**config.mk**
```make
export PLATFORM = sky130hd
export DESIGN_NAME = ioq_admin_validator
export DESIGN_NICKNAME = d
export VERILOG_FILES = /design/src/rtl/ioq_admin_validator.sv
export SDC_FILE = /design/constraint.sdc
export NUM_CORES = 1
export LEC_CHECK = 0
export BUFFER_PORTS_ARGS = -buffer_cell sky130_fd_sc_hd__buf_2
export CAP_MARGIN = 20
export CORE_UTILIZATION = 35
export CTS_BUF_LIST = sky130_fd_sc_hd__clkbuf_8 sky130_fd_sc_hd__clkbuf_16
export DETAILED_ROUTE_END_ITERATION = 16
export GPL_TIMING_DRIVEN = 0
export RECOVER_POWER = 100
export SLEW_MARGIN = 25
export SYNTH_ARGS = -nofsm -noshare
export SYNTH_HDL_FRONTEND = slang
export SYNTH_SLANG_ARGS = --single-unit
```
**constraint.sdc**
```tcl
create_clock -name clk -period 3.71 [get_ports clk]
set_input_delay 0.5565 -clock clk [delete_from_list [all_inputs] [get_ports clk]]
set_output_delay 0.5565 -clock clk [all_outputs]
set_load 0.02 [all_outputs]
```
**src/rtl/ioq_admin_validator.sv**
```systemverilog
module ioq_admin_validator #(
  parameter int NUM_SQ      = 4,
  parameter int NUM_CQ      = 4,
  parameter int MAX_ENTRIES = 64,
  parameter int MAX_VECTOR  = 5
) (
  input  logic        clk,
  input  logic        rst_n,
  input  logic        cmd_valid,
  output logic        cmd_ready,
  input  logic [7:0]  cmd_opcode,
  input  logic [31:0] cmd_dw10,
  input  logic [31:0] cmd_dw11,
  input  logic [63:0] cmd_base,
  output logic        sts_valid,
  output logic [2:0]  sts_type,
  output logic [7:0]  sts_code,
  input  logic [15:0] lk_sq_id,
  output logic        lk_sq_active,
  output logic [63:0] lk_sq_base,
  output logic [16:0] lk_sq_entries,
  output logic [15:0] lk_sq_cqid,
  output logic [1:0]  lk_sq_prio,
  input  logic [15:0] lk_cq_id,
  output logic        lk_cq_active,
  output logic [63:0] lk_cq_base,
  output logic [16:0] lk_cq_entries,
  output logic        lk_cq_ien,
  output logic [15:0] lk_cq_vector
);
  localparam logic [7:0]  OP_DEL_SQ = 8'h00, OP_NEW_SQ = 8'h01;
  localparam logic [7:0]  OP_DEL_CQ = 8'h04, OP_NEW_CQ = 8'h05;
  localparam logic [2:0]  SCT_GEN = 3'd0, SCT_CMD = 3'd1;
  localparam logic [7:0]  SC_OK = 8'h00, SC_BAD_OP = 8'h01, SC_BAD_FIELD = 8'h02;
  localparam logic [7:0]  SC_CQ_UNUSABLE = 8'h00, SC_BAD_QID = 8'h01, SC_BAD_SIZE = 8'h02;
  localparam logic [7:0]  SC_BAD_VEC = 8'h08, SC_IN_USE = 8'h0C;
  localparam logic [16:0] ENT_MAX = 17'(MAX_ENTRIES);
  localparam logic [15:0] VEC_MAX = 16'(MAX_VECTOR);

  logic [NUM_SQ-1:0]       sq_act;
  logic [NUM_SQ-1:0][15:0] sq_cqid;
  logic [63:0]             sq_base [NUM_SQ];
  logic [16:0]             sq_ent  [NUM_SQ];
  logic [1:0]              sq_prio [NUM_SQ];
  logic [NUM_CQ-1:0]       cq_act;
  logic [63:0]             cq_base [NUM_CQ];
  logic [16:0]             cq_ent  [NUM_CQ];
  logic                    cq_ien  [NUM_CQ];
  logic [15:0]             cq_vec  [NUM_CQ];

  wire [15:0] qid     = cmd_dw10[15:0];
  wire [16:0] entries = {1'b0, cmd_dw10[31:16]} + 17'd1;
  wire [15:0] link    = cmd_dw11[31:16];
  wire        contig  = cmd_dw11[0];
  wire        fire    = cmd_valid & cmd_ready;
  wire        unused_dw11 = &{1'b0, cmd_dw11[15:3]};

  logic [NUM_SQ-1:0] sq_sel, sq_linked;
  logic [NUM_CQ-1:0] cq_sel, link_sel;

  for (genvar i = 0; i < NUM_SQ; i++) begin : g_sq_dec
    assign sq_sel[i]    = (qid == 16'(i + 1));
    assign sq_linked[i] = sq_act[i] && (sq_cqid[i] == qid);
  end
  for (genvar j = 0; j < NUM_CQ; j++) begin : g_cq_dec
    assign cq_sel[j]   = (qid == 16'(j + 1));
    assign link_sel[j] = (link == 16'(j + 1));
  end

  wire sq_in    = |sq_sel;
  wire sq_hit   = |(sq_sel & sq_act);
  wire cq_in    = |cq_sel;
  wire cq_hit   = |(cq_sel & cq_act);
  wire link_in  = |link_sel;
  wire link_act = |(link_sel & cq_act);
  wire cq_busy  = |sq_linked;
  wire size_bad = (entries < 17'd2) || (entries > ENT_MAX);
  wire vec_bad  = link > VEC_MAX;

  logic       dec_ok;
  logic [2:0] dec_type;
  logic [7:0] dec_code;

  always_comb begin
    dec_ok   = 1'b0;
    dec_type = SCT_CMD;
    dec_code = SC_OK;
    case (cmd_opcode)
      OP_DEL_SQ:
        if (!sq_hit) dec_code = SC_BAD_QID;
        else dec_ok = 1'b1;
      OP_NEW_SQ:
        if (!contig) begin dec_type = SCT_GEN; dec_code = SC_BAD_FIELD; end
        else if (!sq_in || sq_hit) dec_code = SC_BAD_QID;
        else if (size_bad)         dec_code = SC_BAD_SIZE;
        else if (!link_in)         dec_code = SC_BAD_QID;
        else if (!link_act)        dec_code = SC_CQ_UNUSABLE;
        else dec_ok = 1'b1;
      OP_DEL_CQ:
        if (!cq_hit)      dec_code = SC_BAD_QID;
        else if (cq_busy) dec_code = SC_IN_USE;
        else dec_ok = 1'b1;
      OP_NEW_CQ:
        if (!contig) begin dec_type = SCT_GEN; dec_code = SC_BAD_FIELD; end
        else if (!cq_in || cq_hit) dec_code = SC_BAD_QID;
        else if (vec_bad)          dec_code = SC_BAD_VEC;
        else if (size_bad)         dec_code = SC_BAD_SIZE;
        else dec_ok = 1'b1;
      default: begin dec_type = SCT_GEN; dec_code = SC_BAD_OP; end
    endcase
    if (dec_ok) begin dec_type = SCT_GEN; dec_code = SC_OK; end
  end

  assign cmd_ready = 1'b1;

  always_ff @(posedge clk or negedge rst_n)
    if (!rst_n) begin
      sts_valid <= 1'b0;
      sts_type  <= '0;
      sts_code  <= '0;
    end else begin
      sts_valid <= fire;
      sts_type  <= fire ? dec_type : '0;
      sts_code  <= fire ? dec_code : '0;
    end

  wire do_sq = fire && dec_ok && (cmd_opcode == OP_DEL_SQ || cmd_opcode == OP_NEW_SQ);
  wire do_cq = fire && dec_ok && (cmd_opcode == OP_DEL_CQ || cmd_opcode == OP_NEW_CQ);

  for (genvar i = 0; i < NUM_SQ; i++) begin : g_sq_tab
    always_ff @(posedge clk or negedge rst_n)
      if (!rst_n) begin
        sq_act[i]  <= 1'b0;
        sq_cqid[i] <= '0;
        sq_base[i] <= '0;
        sq_ent[i]  <= '0;
        sq_prio[i] <= '0;
      end else if (do_sq && sq_sel[i]) begin
        sq_act[i]  <= cmd_opcode == OP_NEW_SQ;
        sq_cqid[i] <= (cmd_opcode == OP_NEW_SQ) ? link : 16'd0;
        if (cmd_opcode == OP_NEW_SQ) begin
          sq_base[i] <= cmd_base;
          sq_ent[i]  <= entries;
          sq_prio[i] <= cmd_dw11[2:1];
        end
      end
  end

  for (genvar j = 0; j < NUM_CQ; j++) begin : g_cq_tab
    always_ff @(posedge clk or negedge rst_n)
      if (!rst_n) begin
        cq_act[j]  <= 1'b0;
        cq_base[j] <= '0;
        cq_ent[j]  <= '0;
        cq_ien[j]  <= 1'b0;
        cq_vec[j]  <= '0;
      end else if (do_cq && cq_sel[j]) begin
        cq_act[j] <= cmd_opcode == OP_NEW_CQ;
        if (cmd_opcode == OP_NEW_CQ) begin
          cq_base[j] <= cmd_base;
          cq_ent[j]  <= entries;
          cq_ien[j]  <= cmd_dw11[1];
          cq_vec[j]  <= link;
        end
      end
  end

  always_comb begin
    lk_sq_active = 1'b0; lk_sq_base = '0; lk_sq_entries = '0; lk_sq_cqid = '0; lk_sq_prio = '0;
    for (int i = 0; i < NUM_SQ; i++)
      if (lk_sq_id == 16'(i + 1)) begin
        lk_sq_active  = sq_act[i];
        lk_sq_base    = sq_base[i];
        lk_sq_entries = sq_ent[i];
        lk_sq_cqid    = sq_cqid[i];
        lk_sq_prio    = sq_prio[i];
      end
  end

  always_comb begin
    lk_cq_active = 1'b0; lk_cq_base = '0; lk_cq_entries = '0; lk_cq_ien = 1'b0; lk_cq_vector = '0;
    for (int j = 0; j < NUM_CQ; j++)
      if (lk_cq_id == 16'(j + 1)) begin
        lk_cq_active  = cq_act[j];
        lk_cq_base    = cq_base[j];
        lk_cq_entries = cq_ent[j];
        lk_cq_ien     = cq_ien[j];
        lk_cq_vector  = cq_vec[j];
      end
  end
endmodule

```
; Word-level counts from Yosys, hierarchy flattened
; Cells that the tools add are included.
[word_totals]
out_inout_bits = 212
inputBits = 171
reg_bits = 808
[classes]
reduce_logical = 38
eq_ne = 23
n_addsub = 1
n_bitwise = 3
n_mux = 72
n_lt_le_gt_ge = 3
[op_table]
columns = op, n
row1 = two-way mux 64 bit, 8
row2 = two-way mux 16 bit, 9
row3 = two-way mux 17 bit, 8
row4 = "== test 16 x 2 -> 1 bit, second input constant", 8
row5 = "== test 16 x 1 -> 1 bit, second input constant", 4
row6 = == test 16 bit, 4
row7 = "== test 16 x 3 -> 1 bit, second input constant", 4
row8 = case mux 8 bit (4 select lines), 1
row9 = two-way mux 1 bit, 27
row10 = OR reduction 4 bit, 6
row11 = two-way mux 4 bit, 5
row12 = "adder 16 x 1 -> 17 bit, second input constant", 1
row13 = "greater-than comparator 17 x 7 -> 1 bit, second input constant", 1
row14 = "< comparator 17 x 2 -> 1 bit, second input constant", 1
row15 = "== test 8 x 3 -> 1 bit, second input constant", 2
row16 = "greater-than comparator 16 x 3 -> 1 bit, second input constant", 1
row17 = two-way mux 2 bit, 8
row18 = two-way mux 8 bit, 2
row19 = AND reduction 2 bit, 8
row20 = logical AND 1 bit, 15
row21 = bitwise AND 4 bit, 3
row22 = "== test 8 x 1 -> 1 bit, second input constant", 1
row23 = zero test 8 bit, 1
row24 = two-way mux 3 bit, 2
row25 = other kinds (5), 10

; Depth between registers and ports, before layout
; Gate-level depths: netlist of run 1.
[logic_depth]
word_depth = 13
depth_mapped = 11
depth_no_buf = 8

; Least setup slack after synthesis of run 1
; No wires, ideal clock.
[synth_timing]
path_type = input port to flip-flop
startpoint = input cmd_dw10[16]
endpoint = register sq_base[100] (netlist name)
slack_ns = 0.216
arrival_ns = 3.369
path_stages = 10
t_required_ns = 3.585
cell_sequence = ha_1 > and3_1 > or3_1 > a221oi_1 > mux2i_2 > nand4_4 > nor3_1 > buf_2 > buf_6 > mux2_2
[synth_via]
elab_chain_cells = 12
word_cells_on_any_way = 16
cone_classes = add/sub: 1 / order compare: 2 / mux: 8 / reduce/logical: 5
[synth_rtl]
columns = element, line
row1 = start: declaration, 12  ; input logic [31:0] cmd_dw10,
row2 = adder 16 x 1 -> 17 bit (*), 52  ; wire [16:0] entries = {1'b0, cmd_dw10[31:16]} + 17'd1;
row3 = < comparator 17 x 2 -> 1 bit / greater-than comparator 17 x 7 -> 1 bit (equally long branches), 77  ; wire size_bad = (entries < 17'd2) || (entries > ENT_MAX);
row4 = logical OR 1 bit (*), 77
row5 = two-way mux 1 bit, 107  ; else if (size_bad) dec_code = SC_BAD_SIZE;
row6 = two-way mux 1 bit, 106  ; else if (vec_bad) dec_code = SC_BAD_VEC;
row7 = two-way mux 1 bit, 105  ; else if (!cq_in || cq_hit) dec_code = SC_BAD_QID;
row8 = two-way mux 1 bit, 104  ; if (!contig) begin dec_type = SCT_GEN; dec_code = SC_BAD_FIELD; end
row9 = case mux 1 bit (4 select lines) (*), 88  ; case (cmd_opcode)
row10 = logical AND 1 bit (*) (2 in a row), 127  ; wire do_sq = fire && dec_ok && (cmd_opcode == OP_DEL_SQ || cmd_opcode == OP_NEW_SQ);
row11 = logical AND 1 bit (*), 138  ; end else if (do_sq && sq_sel[i]) begin
row12 = AND reduction 2 bit (no source line) (*), n/a
row13 = end signal: indexed assignment, 142  ; sq_base[i] <= cmd_base;
row14 = end: declaration, 42  ; logic [63:0] sq_base [NUM_SQ];
; Every way passes the cells marked *; elsewhere a longest branch is shown, timed or not.
; A chain may end at the register's enable or synchronous reset.

; Worst setup path after layout of run 1
[layout_timing]
startpoint = input lk_cq_id[8]
endpoint = output lk_cq_base[4]
[layout_via]
elab_chain_cells = 5
word_cells_on_any_way = 8
cone_classes = eq/ne: 4 / mux: 4
[layout_rtl]
columns = element, line
row1 = start: declaration, 24  ; input logic [15:0] lk_cq_id,
row2 = == test 16 x 1 -> 1 bit, 183  ; if (lk_cq_id == 16'(j + 1)) begin
row3 = two-way mux 64 bit (3 in a row), 183
row4 = two-way mux 64 bit (*), 183
row5 = end: declaration, 26  ; output logic [63:0] lk_cq_base,
; Marked as above.

==> impl_metrics.yaml, run 1 <==
power:
  switchingPower_mw: 4.24
  sw_frac_of_total_pct: 22.0
  clkPwrFrac_pct: 51.6
  ir_drop_mv: 0.340
  comb_power_share_pct: 3.1
  total_leakage_power_nw: 22.2
  seqPwrFrac_pct: 45.4
  power.internal_mw: 15.0
  cellPowerDensity_nw_per_um2: 441
critical_path:
  criticalPathCategory: "in -> out"
  crit_path_end: "lk_cq_base[4]"
  critPathMaxFanout: 10
  critPathLaunch: "lk_cq_id[8]"
  reg2reg_from: "cq_act[2]$_DFFE_PN0P_"
  startpoint_type: "input port"
  r2r_slack_ns: 0.19
  rr_worst_depth: 10
  cp_data_arrival_time_ns: 3.10
  end_kind: "output pin"
  cp_data_required_time_ns: 3.15
  r2r-end: "cq_base[10]$_DFFE_PN0P_"
logic_synthesis:
  synth_edf_count: 0
  synth.top_cells.by_area: "dfrtp_1 (56%), mux2_2 (22%), a21oi_1 (2.8%), a222oi_1 (2.8%), nor2b_1 (2.6%)"
  syn_area_per_cell_um2: 12.7
  synth_ff_type: "dfrtp_1"
  yosys.area.top_type: "dfrtp_1"
  synth-seq-cells: 802
  syn-cell-area_um2: 36000
  synth_warnings: 0
  syn_inst: 2833
  async_flop_share_pct: 100
  synth_top_area_share_pct: 55.7
  ys_seq_area_share_pct: 55.7
  yosysUniqueCellTypes: 69
routing:
  avgRoutedWirePerCell_um: 22.3
  drc: 0
  vias: 24922
  dr.pass1.iters: 10
  wl_um: 106000
  drt_iter0_drc: 2094
  antenna_left: 0
  vias_per_cell: 5.24
floorplanning:
  row_count: 117
  io-pin-count: 383
  die_x_um: 323
  dieHeight_um: 323
  start_util_pct: 35.3
  die-area_um2: 104000
  core_region_area_um2: 102000
status:
  status: "complete, but fails checks"
  violations: "capacitance limit, slew limit"
sta:
  fmax_mhz: 274
  tightest_slew_ns: 1.77
  fin_crit_ns: 3.66
  final_max_slew_viol_count: 239
  hold_viol: 0
  rsz0062_at_grt: "yes"
  setup_ws_ns: 0.0546
  slew_headroom_pct: -17.8
  worst_clock_skew_ns: 0.0287
  fin_crit_sh_pct: 98.5
  fin_tns_setup_ns: 0
  finalSetupViolCount: 0
  hold-worst-slack_ns: 0.201
grt:
  grt_pass1_wl_um: 158000
  track_usage_pct: 20.2
  grt_pass1_vias: 24710
  grt_max_degree: 126
  antenna_found_initial: 8
  overflow: 0
layout:
  drive_above_1_share_pct: 41.5
  fin_nets: 3480
  finalInstanceArea_um2: 43700
  area_growth_pct: 21.4
place:
  dp_slack_ns: -1.36
  dpl_cell_area_um2: 39900
  dp_hpwl_um: 74100
  io_buffers: 344
  place.gp.congestion: 0.861
clocking:
  clock_latency_ns: 0.67
  cts_buffers: 91
  cts.sinks: 802
  htree_levels: 3
  tritoncts: "built"
  cts_max_path_buffers: 3
  path_clk_slew_ns: 0.06
  cts_root_buf: "clkbuf_16"
worst_hold_path:
  hold_class: "in -> reg"
flow_run:
  max-cap-violations: 2
-- cell families (layout without fill, tap and decap cells) --
logic type / count (synthesis) / in the layout / synth area share, %
AOI/OAI and AO/OA: 451 / 451 / 8.72
xor gates and xnor gates: 69 / 69 / 1.68
adders and majority gates: 1 / 1 / 0.0347
buffers and inverters: 235 / 783 / 3.24
DFF: 802 / 802 / 55.7
muxes: 715 / 715 / 22.3
other: 2 / 11 / 0.0209
and+or+nand+nor: 558 / 558 / 8.24
-- Yosys cell counts, types with 9 or more instances --
cell      count
a21oi_1     203
a222oi_1     99
a22oi_1     103
and2_1       40
buf_2        38
buf_4        19
buf_6        22
clkbuf_1    134
dfrtp_1     802
inv_1        16
mux2_2      694
mux2i_1      14
nand2_1      20
nand3_1      16
nand4_1      23
nor2_1      218
nor2b_1     147
nor3_1       26
nor4_1       19
o21ai_0       9
xnor2_1      58
xor2_1       11
-- power groups by stage --
stage               registers, mW  clock network (mW)  logic [mW]
floorplan                    8.91                   0       0.160
global placement             8.92                   0       0.570
detailed placement           8.91                   0       0.603
CTS                          8.75                10.2       0.610
global route                 8.74                10.5       0.656
finish                       8.75                9.95       0.590
-- timing repair --
item,4_1_cts,5_1_grt
setup buffers,12,3
hold buffers,1,0
gates resized for setup,57,57
pin swaps,4,4
setup endpoints to repair,700,312
endpoints found under the hold margin,33,0
-- flip-flops by register name (all words and copies together) (netlist names) --
register and count:
cq_base 256, sq_base 256, cq_ent 68, sq_ent 68
cq_vec 64, sq_cqid 64, sq_prio 8, cq_act 4
cq_ien 4, sq_act 4, sts_code 4, sts_type 1
sts_valid 1
-- metal layers --
metal	part of all wire (%)	routed length (um)	up-vias	GRT usage, %
li1	-	-	11228	-
met1	46	48600	12822	28.4
met2	46	49000	711	31.2
met3	5.6	6000	153	4.05
met4	2.4	2550	8	6.01
met5	0.043	46	-	0
-- layout make-up --
type / count / area [um^2]
flip-flops and latches: 802 / 20100
repair buffers: 381 / 2240
multi-input cells: 1801 / 15000
fillers: 9598 / 58200
well taps: 1368 / 1710
clock buffers: 118 / 2680
clock inverters: 53 / 682
inverters: 16 / 60.1
plain buffers: 215 / 1190
diodes: 4 / 10.0
-- stage by stage --
step / util (%) / total power [mW] / cells
finish: 42.9 / 19.3 / 4758
CTS: 42.8 / 19.5 / 4753
global route: 42.9 / 19.9 / 4755
detailed placement: 39.2 / 9.51 / 4571
global placement: 38.7 / 9.49 / 4550
floorplan: - / 9.07 / 2838
-- worst max-delay path: stages --
cell      delay, ns
buf_2          0.12
nor4_2         0.32
nand4_1        0.21
buf_4          0.20
nor2_4         0.12
buf_12         0.13
buf_4          0.17
clkbuf_1       0.46
a222oi_1       0.22
a21oi_1        0.35
buf_2          0.23
-- cells in the final DEF, fill, tap and decap left out, types with 20 or more instances in the layout --
cell type / count
and2_1: 40
a22oi_1: 103
a21oi_2: 23
nor2_1: 215
nor2b_1: 147
xnor2_1: 58
inv_1: 31
dfrtp_1: 802
nor3_1: 21
a21oi_1: 175
buf_6: 29
a222oi_1: 99
buf_4: 32
nand2_1: 20
clkbuf_1: 100
buf_2: 374
clkbuf_8: 25
clkbuf_2: 31
mux2_2: 694
clkbuf_16: 94
nand4_1: 23
-- worst min-delay path by stage --
stage                                        from                 endpoint  slack, ns  cells past startpoint
after floorplan                             rst_n    cq_act[0]$_DFFE_PN0P_       0.26                      0
after global placement    cq_base[60]$_DFFE_PN0P_  cq_base[60]$_DFFE_PN0P_       0.47                      1
after detailed placement                    rst_n  sq_base[53]$_DFFE_PN0P_       0.43                      1
after CTS                               cmd_valid      sts_valid$_DFF_PN0_       0.09                      1
after global routing                  cmd_dw11[2]   sq_prio[7]$_DFFE_PN0P_       0.20                      2
final                                 cmd_dw11[2]   sq_prio[7]$_DFFE_PN0P_       0.20                      2
Note: power is estimated with default switching activity, not from simulation.
==> run 2, diff against run 1 <==
ABC_AREA = 1   (was unset)
RECOVER_POWER = unset   (was 100)
==> run 2 against run 1 <==
Effect of this change: the run now ends clean; power is 2.9% lower; synthesized area is 19% higher; non-clock buffer count is 203 higher; clock power is 6.3% lower; flip-flop and latch count stayed put; combinational power is 13% higher; clock-buffer cell count stayed put; die area is 19% higher; largest cell class unchanged.
==> impl_metrics.yaml, run 2 <==
logic_synthesis:
  syn_inst: 5433
  syn-cell-area_um2: 42800
  synth-seq-cells: 802
  yosysMostFrequentCell: "inv_1"
  syn_area_per_cell_um2: 7.88
  synth_ff_type: "dfrtp_1"
  synth_top_area_share_pct: 46.9
  synth_edf_count: 0
  yosysUniqueCellTypes: 44
  synth.top_cells.by_area: "dfrtp_1 (47%), o21bai_1 (10%), inv_1 (7.8%), nand3_1 (7.4%), nand2_1 (7.2%)"
  ys_seq_area_share_pct: 46.9
  synth_warnings: 0
  synth_common_cells: "inv_1 (892), nand2_1 (826), dfrtp_1 (802)"
  async_flop_share_pct: 100
  yosys.area.top_type: "dfrtp_1"
grt:
  antenna_found_initial: 17
  grt_max_degree: 127
  track_usage_pct: 25.5
  overflow: 0
  globalRoute.busiestLayer: "met2"
  grt_pass1_vias: 37532
  use_met3_pct: 5.54
  grt_pass1_wl_um: 238000
  use_met2_pct: 39.2
  grtUsageMet1_pct: 35.5
sta:
  tightest_slew_ns: 1.13
  finalSetupViolCount: 0
  fin_tns_setup_ns: 0
  hold_viol: 0
  fin_crit_ns: 3.65
  setup_ws_ns: 0.0591
  final_max_slew_viol_count: 0
  fin_crit_sh_pct: 98.4
  slew_headroom_pct: 24.7
  hold-worst-slack_ns: 0.0716
  fmax_mhz: 274
  worst_clock_skew_ns: 0.0449
routing:
  drc: 0
  dr.pass1.iters: 5
  vias: 39237
  wl_um: 160000
  drt_iter0_drc: 3723
  avgRoutedWirePerCell_um: 21.2
  vias_per_cell: 5.20
  antenna_left: 0
floorplanning:
  io-pin-count: 383
  dieHeight_um: 352
  start_util_pct: 35.5
  core_region_area_um2: 121000
  die_x_um: 352
  die-area_um2: 124000
  row_count: 127
layout:
  layout_common_cells: "inv_1 (915), nand2_1 (825), dfrtp_1 (802)"
  drive_above_1_share_pct: 12.6
  nFillCells: 12288
  fin_nets: 6028
  reg.largest.list: "cq_base: 256 flops, sq_base: 256 flops"
  area_growth_pct: 17.1
  fin_cells: 7541
  final_common_cell: "inv_1"
  final_util_pct: 41.6
place:
  place.gp.congestion: 0.919
  io_buffers: 291
  dp_hpwl_um: 114000
  dp_slack_ns: -1.21
  dp.cells: 7353
critical_path:
  cp_data_required_time_ns: 3.15
  critPathMaxFanout: 10
  cp_data_arrival_time_ns: 3.09
  criticalPathCategory: "in -> out"
  end_kind: "output pin"
  startpoint_type: "input port"
clocking:
  tritoncts: "built"
  cts_root_buf: "clkbuf_16"
  cts.sinks: 802
  path_clk_slew_ns: 0.07
  cts_max_path_buffers: 3
  cts_buffers: 94
  clock_latency_ns: 0.68
  htree_levels: 3
worst_hold_path:
  hold_class: "in -> reg"
status:
  status: "complete, no violations"
power:
  ir_drop_mv: 0.324
  total_leakage_power_nw: 24.4
  cellPowerDensity_nw_per_um2: 374
flow_run:
  max-cap-violations: 0
run 2: kinds of logic after synthesis:
group | after synthesis | synth area share, %
buffers and inverters | 1374 | 12.9
XOR/XNOR | 19 | 0.406
other | 2 | 0.0175
flip-flops | 802 | 46.9
adder cells (fa/ha/maj) | 1 | 0.0292
AND/OR/NAND/NOR | 1978 | 19.8
AO/OA/AOI/OAI | 1257 | 20.0
run 2: final cells by class:
type	count	area (um^2)	share of cell area [%]
inverter	897	3370	6.71
antenna	4	10.0	0.0200
tap	1612	2020	4.02
buffer	476	2210	4.41
timing repair buffer	323	1890	3.77
multi-input combinational	3262	17500	34.9
clock inverter	47	379	0.756
clock buffer	118	2680	5.35
sequential	802	20100	40.0
run 2: layer usage:
layer | vias up | routed length, um
li1 | 18335 | -
met1 | 19062 | 69500
met2 | 1563 | 71400
met3 | 263 | 13600
met4 | 14 | 4960
met5 | - | 100
run 2: repair_timing:
item	4_1_cts	5_1_grt
gates cloned	0	0
gates resized for setup	44	53
setup buffers	13	6
hold endpoints to repair	70	0
hold buffers	1	0
endpoints found under the setup margin	386	478
pin swaps	7	2
run 2: worst paths after layout:
path                                    startpoint                      end  slack, ns  depth (start not counted)
max reg2reg                sq_cqid[33]$_DFFE_PN0P_  cq_base[58]$_DFFE_PN0P_       0.24                         15
max in group asynchronous                    rst_n   cq_ent[14]$_DFFE_PN0P_       0.90                          6
min reg2reg                sq_cqid[46]$_DFFE_PN0P_  sq_cqid[46]$_DFFE_PN0P_       0.46                          2
min in group asynchronous                    rst_n  sq_base[35]$_DFFE_PN0P_       0.42                          2
min                                      cmd_valid      sts_valid$_DFF_PN0_       0.07                          1
max                                    lk_sq_id[6]           lk_sq_base[26]       0.06                         11
run 2: power by group:
part / total [mW] / internal [mW] / switching, mW
sequential: 8.75 / 8.75 / 0.000307
combinational: 0.667 / 0.137 / 0.530
clock: 9.32 / 5.42 / 3.90
total: 18.7 / 14.3 / 4.43
run 2: per-stage QoR:
stage	instance area, um^2	power, mW
after floorplan	42800	9.14
after detailed placement	46600	9.58
after global routing	50100	19.2
after global placement	46300	9.56
final	50100	18.7
after CTS	50000	18.9
run 2: worst max-delay path, cell delays in order:
cell and delay, ns:
buf_2 0.11, nor4_4 0.26, buf_4 0.19, nand2_1 0.05, nor2_1 0.22, nand2_4 0.27, clkbuf_1 0.34, o32ai_1 0.38
nor2_1 0.10, a21oi_1 0.36, buf_2 0.25
